### config.mk
export PLATFORM = sky130hd
export DESIGN_NAME = tmr12_split_read
export DESIGN_NICKNAME = d
export VERILOG_FILES = /design/src/rtl/tmr12_pkg.sv /design/src/rtl/tmr12_count.sv /design/src/rtl/tmr12_rdport.sv /design/src/rtl/tmr12_split_read.sv
export SDC_FILE = /design/constraint.sdc
export NUM_CORES = 1
export LEC_CHECK = 0
export CAP_MARGIN = 20
export CORE_UTILIZATION = 30
export CTS_CLUSTER_SIZE = 16
export DETAILED_ROUTE_END_ITERATION = 7
export PLACE_DENSITY_LB_ADDON = 0.12
export SLEW_MARGIN = 0
export SYNTH_ARGS = -nofsm -noshare
export SYNTH_HDL_FRONTEND = slang
export SYNTH_SLANG_ARGS = --single-unit
### constraint.sdc
create_clock -name clk -period 1.7 [get_ports clk]
set_input_delay 0.17 -clock clk [delete_from_list [all_inputs] [get_ports clk]]
set_output_delay 0.17 -clock clk [all_outputs]
set_load 0.02 [all_outputs]
### src/rtl/tmr12_pkg.sv
package tmr12_pkg;

    // Kind of read access sampled at the most recent clock edge.
    typedef enum logic [1:0] {
        RD_IDLE = 2'd0,
        RD_LOW  = 2'd1,
        RD_HIGH = 2'd2,
        RD_MISS = 2'd3
    } rd_state_e;

    // Interrupt index 0 is the fast period, index 1 is the slow period.
    localparam int IRQ_N = 2;

endpackage

### src/rtl/tmr12_count.sv
module tmr12_count
    import tmr12_pkg::*;
#(
    parameter int CNT_W     = 12,
    parameter int FAST_BITS = 7,
    parameter int SLOW_BITS = 10
) (
    input  logic             clk,
    input  logic             rst_n,
    input  logic             tick_i,
    output logic [CNT_W-1:0] count_o,
    output logic [IRQ_N-1:0] irq_o
);

    logic [CNT_W-1:0] count_q;

    // Free-running count; wraps naturally at the full width.
    always_ff @(posedge clk) begin
        if (!rst_n) begin
            count_q <= '0;
        end else if (tick_i) begin
            count_q <= count_q + 1'b1;
        end
    end

    assign count_o = count_q;

    // One pulse generator per period.
    // Each pulse fires when the low SPAN bits are about to roll over to zero.
    for (genvar g = 0; g < IRQ_N; g++) begin : g_irq
        localparam int SPAN = (g == 0) ? FAST_BITS : SLOW_BITS;

        logic roll;
        logic pulse_q;

        assign roll = tick_i && (&count_q[SPAN-1:0]);

        always_ff @(posedge clk) begin
            if (!rst_n) begin
                pulse_q <= 1'b0;
            end else begin
                pulse_q <= roll;
            end
        end

        assign irq_o[g] = pulse_q;
    end

endmodule

### src/rtl/tmr12_rdport.sv
module tmr12_rdport
    import tmr12_pkg::*;
#(
    parameter int                CNT_W   = 12,
    parameter int                DATA_W  = 8,
    parameter int                ADDR_W  = 8,
    parameter logic [ADDR_W-1:0] ADDR_LO = 8'h24,
    parameter logic [ADDR_W-1:0] ADDR_HI = 8'h25
) (
    input  logic              clk,
    input  logic              rst_n,
    input  logic              rd_en_i,
    input  logic [ADDR_W-1:0] rd_addr_i,
    input  logic [CNT_W-1:0]  count_i,
    output logic [DATA_W-1:0] rd_data_o,
    output logic [CNT_W-DATA_W-1:0] hold_o
);

    localparam int HOLD_W = CNT_W - DATA_W;

    rd_state_e          state_q;
    rd_state_e          state_d;
    logic [DATA_W-1:0]  lo_q;
    logic [HOLD_W-1:0]  hold_q;

    // Next state: the kind of access sampled at this edge.
    always_comb begin
        if (!rd_en_i) begin
            state_d = RD_IDLE;
        end else if (rd_addr_i == ADDR_LO) begin
            state_d = RD_LOW;
        end else if (rd_addr_i == ADDR_HI) begin
            state_d = RD_HIGH;
        end else begin
            state_d = RD_MISS;
        end
    end

    // State register.
    always_ff @(posedge clk) begin
        if (!rst_n) begin
            state_q <= RD_IDLE;
        end else begin
            state_q <= state_d;
        end
    end

    // A low-byte read captures both the low byte and the upper nibble.
    always_ff @(posedge clk) begin
        if (!rst_n) begin
            lo_q   <= '0;
            hold_q <= '0;
        end else if (state_d == RD_LOW) begin
            lo_q   <= count_i[DATA_W-1:0];
            hold_q <= count_i[CNT_W-1:DATA_W];
        end
    end

    // Output selection from the present state.
    always_comb begin
        unique case (state_q)
            RD_IDLE: rd_data_o = '0;
            RD_LOW:  rd_data_o = lo_q;
            RD_HIGH: rd_data_o = DATA_W'(hold_q);
            RD_MISS: rd_data_o = '0;
            default: rd_data_o = '0;
        endcase
    end

    assign hold_o = hold_q;

endmodule

### src/rtl/tmr12_split_read.sv
module tmr12_split_read
    import tmr12_pkg::*;
#(
    parameter int                CNT_W     = 12,
    parameter int                DATA_W    = 8,
    parameter int                ADDR_W    = 8,
    parameter logic [ADDR_W-1:0] ADDR_LO   = 8'h24,
    parameter logic [ADDR_W-1:0] ADDR_HI   = 8'h25,
    parameter int                FAST_BITS = 7,
    parameter int                SLOW_BITS = 10
) (
    input  logic              clk,
    input  logic              rst_n,
    input  logic              tick_i,
    input  logic              rd_en_i,
    input  logic [ADDR_W-1:0] rd_addr_i,
    output logic [DATA_W-1:0] rd_data_o,
    output logic              irq_fast_o,
    output logic              irq_slow_o
);

    localparam int HOLD_W = CNT_W - DATA_W;

    logic [CNT_W-1:0]  count_w;
    logic [HOLD_W-1:0] hold_w;
    logic [IRQ_N-1:0]  irq_w;

    tmr12_count #(
        .CNT_W     (CNT_W),
        .FAST_BITS (FAST_BITS),
        .SLOW_BITS (SLOW_BITS)
    ) u_count (
        .clk     (clk),
        .rst_n   (rst_n),
        .tick_i  (tick_i),
        .count_o (count_w),
        .irq_o   (irq_w)
    );

    tmr12_rdport #(
        .CNT_W   (CNT_W),
        .DATA_W  (DATA_W),
        .ADDR_W  (ADDR_W),
        .ADDR_LO (ADDR_LO),
        .ADDR_HI (ADDR_HI)
    ) u_rdport (
        .clk       (clk),
        .rst_n     (rst_n),
        .rd_en_i   (rd_en_i),
        .rd_addr_i (rd_addr_i),
        .count_i   (count_w),
        .rd_data_o (rd_data_o),
        .hold_o    (hold_w)
    );

    assign irq_fast_o = irq_w[0];
    assign irq_slow_o = irq_w[1];

endmodule

==> impl_metrics.yaml, run 1 <==
outcome:
  status: "completed"
logic_synthesis:
  synth_edf_count: 0
  ys_warn_count: 0
  synth.avg_cell_area_um2: 9.23
  syn_nets: 147
  mappedNetlistArea_um2: 1240
  synth.cells.most_frequent: "29 x nand2_1, 28 x dfxtp_1, 15 x mux2i_1"
  ys_seq_area_share_pct: 45.3
  synth_top_cell_area_share_pct: 45.3
  ys_types: 30
  synth_area_leaders: "dfxtp_1 45%, mux2i_1 12%, nand2_1 8.8%"
  async_flop_share_pct: 0
  yosysMostFrequentCell: "nand2_1"
  synth_top_cell_by_area: "dfxtp_1"
  synth_seq_cells: 28
  ys.flop_type: "dfxtp_1"
  synth_cells: 134
placement:
  dp_slack_ns: 0.0165
  place.gp.congestion: 0.717
  placed_cells: 204
  port_buffers: 21
  hpwl_um: 1830
hold_path:
  hold_depth: 2
  min_path_type: "register to register"
  min_from: "u_rdport.lo_q[6]"
  hold_end: "u_rdport.lo_q[6]"
grt:
  overflow: 0
  grt_max_degree: 20
  grt_pass1_vias: 967
  grt.total_usage_pct: 12.7
  antenna_found_initial: 0
  grt_pass1_wl_um: 4310
layout:
  drive_above_1_share_pct: 10.6
  finalNonFillerCells: 208
  diodes: 0
  nNetsFinal: 174
  fin_util_pct: 41.6
  area_delta_synth_final_pct: 27.7
  nFillCells: 392
floorplan:
  initial_core_util_pct: 32.5
  die_h_um: 66.2
  die_x_um: 66.2
  rows: 22
  core_um2: 3800
  die-area_um2: 4380
  io_pins: 22
pwr:
  p_int_uw: 914
  seqPwrFrac_pct: 57.7
  ir_worst_vdd_v: 0.000523
  power_density_nw_per_um2: 735
  clockPowerShare_pct: 35.4
  power.share.combinational_pct: 6.9
  switching_power_uw: 247
  swShare_pct: 21.3
  total_power_mw: 1.16
  cellLeakagePower_nw: 0.688
cts:
  clock_latency_ns: 0.27
  cts_resized: 9
  cts_buffers: 3
  cts_tree: "done"
  numClockSinks: 28
  clk_pin_slew_ns: 0.09
  htree_levels: 1
  cts_hold_buf: 0
  clk_path_buf_depth: 2
  cts_setup_buffers: 0
  cts-root-buf: "clkbuf_8"
route:
  dr.pass1.iters: 4
  ant_nets: 0
  wl_um: 2380
  wirelength_met1_um: 1170
  vias_per_cell: 4.70
  drc: 0
  highest_layer: "met4"
  dr_wl_met2_um: 1090
  vias: 977
  wire_per_inst_um: 11.5
  met3_length_um: 98
  first_iter_violations: 29
timing:
  finClkSkew_ns: 0.00179
  finalWorstSetupSlack_ns: 0.109
  slew_viol_final: 0
  tightest_slew_ns: 0.382
  finalHoldViolCount: 0
  tns_ns: 0
  relSlewSlack_pct: 74.5
  fin_crit_sh_pct: 93.6
  max_freq_mhz: 629
  rsz0062_at_grt: "no"
  finalSetupViolCount: 0
  fin_crit_ns: 1.59
critical_path:
  reg2reg_to: "u_count.count_o[8]"
  max_stage_delay_ns: 0.33
  worstSetupPathType: "register to primary output"
  r2r-start: "u_count.count_o[0]"
  startpoint_type: "register"
  path_cells: "nor2b_1 -> buf_4 -> a22o_1 -> dlygate4sd2_1"
  path_delay_family: "buffers and inverters"
  cp.arrival_ns: 1.42
  timing.reg2reg.setup_slack_ns: 0.20
  end_kind: "primary output"
  r2r_cells: 4
  crit_fanout: 8
  path_buf_inv: 2
  slowest_stage: "dfxtp_1"
  worstPathRequired_ns: 1.53
run:
  max-cap-violations: 0
==> cells by family after synthesis <==
| kind of cell | synth area share [%] |
|---|---|
| flip-flops | 45.3 |
| AND/OR/NAND/NOR | 26.3 |
| buffers and inverters | 4.05 |
| adder cells (fa/ha/maj) | 1.01 |
| AO/OA/AOI/OAI | 8.30 |
| multiplexers | 12.1 |
| XOR/XNOR | 2.83 |
==> worst reg2reg max path, cell delays in order (launching register included) <==
cell and delay, ns:
dfxtp_1 0.40, ha_1 0.23, nand3_2 0.17, or4_1 0.50, a21oi_1 0.14
==> cell usage in the layout, fill, tap and decap left out, types with 2 or more instances in the layout <==
master and count:
o31ai_1 2, nor4_1 2, or4_1 2, nor2_1 5, mux2i_1 15, clkbuf_8 4
o21ai_0 3, nor3_1 2, a21oi_1 5, dfxtp_1 28, xor2_1 3, or3_1 3
buf_4 8, nand3_1 2, nand4_1 2, nand2_1 29, clkdlybuf4s50_1 13, a31oi_1 2
inv_1 4, a22o_1 4, and2_1 4, dlygate4sd2_1 8
==> registers in the layout, indices dropped and copies added, names as in the netlist <==
signal	count
u_rdport.state_q	2
u_count.count_o	12
u_rdport.lo_q	8
u_rdport.hold_o	4
u_count.g_irq.pulse_q	2
==> layout make-up <==
type / count / area (um^2) / area share (%)
clock buffers: 4 / 55.1 / 3.49
inverters: 4 / 15.0 / 0.951
multi-input cells: 95 / 628 / 39.8
flip-flops and latches: 28 / 561 / 35.5
well taps: 48 / 60.1 / 3.80
repair buffers: 29 / 260 / 16.5
==> stage by stage <==
| step | hold slack (ns) | instance area (um^2) |
|---|---|---|
| after floorplan | 0.270 | 1240 |
| after global placement | 0.444 | 1530 |
| after detailed placement | 0.449 | 1530 |
| after CTS | 0.463 | 1580 |
| after global routing | 0.490 | 1580 |
| final | 0.457 | 1580 |
==> power by group through the flow <==
stage               registers [mW]  clock network [mW]  logic, mW
finish                       0.670               0.411     0.0802
detailed placement           0.686                   0     0.0807
global route                 0.672               0.445     0.0889
CTS                          0.671               0.426     0.0812
floorplan                    0.684                   0     0.0395
global placement             0.686                   0     0.0788
==> layer usage <==
| metal | global-route usage [%] | up-vias |
|---|---|---|
| met1 | 16.3 | 442 |
| li1 | - | 516 |
| met4 | 1.60 | 0 |
| met5 | 0 | - |
| met3 | 3.79 | 2 |
| met2 | 21.6 | 17 |
==> worst max path at each step <==
stage / start / endpoint / slack [ns] / cells after the start
after floorplan: u_count.count_o[0] / u_count.count_o[8] / 0.35 / 4
after global placement: tick_i / u_count.count_o[9] / 0.07 / 4
after detailed placement: tick_i / u_count.count_o[9] / 0.02 / 4
after CTS: u_rdport.state_q[0] / rd_data_o[0] / 0.09 / 4
after global routing: u_rdport.state_q[0] / rd_data_o[3] / 0.03 / 4
final: u_rdport.state_q[0] / rd_data_o[0] / 0.11 / 4
Note: power is estimated with default switching activity, not from simulation.
==> run 2: changes to the inputs <==
Settings changed: TNS_END_PERCENT set to 50.
==> results of run 2 <==
Same layout as run 1: the final DEF is identical, and so are final timing and power.
==> run 3: changes to the inputs <==
Settings changed: HOLD_SLACK_MARGIN set to 0.1.
==> results of run 3 <==
Same layout as run 1: the final DEF is identical, and so are final timing and power.
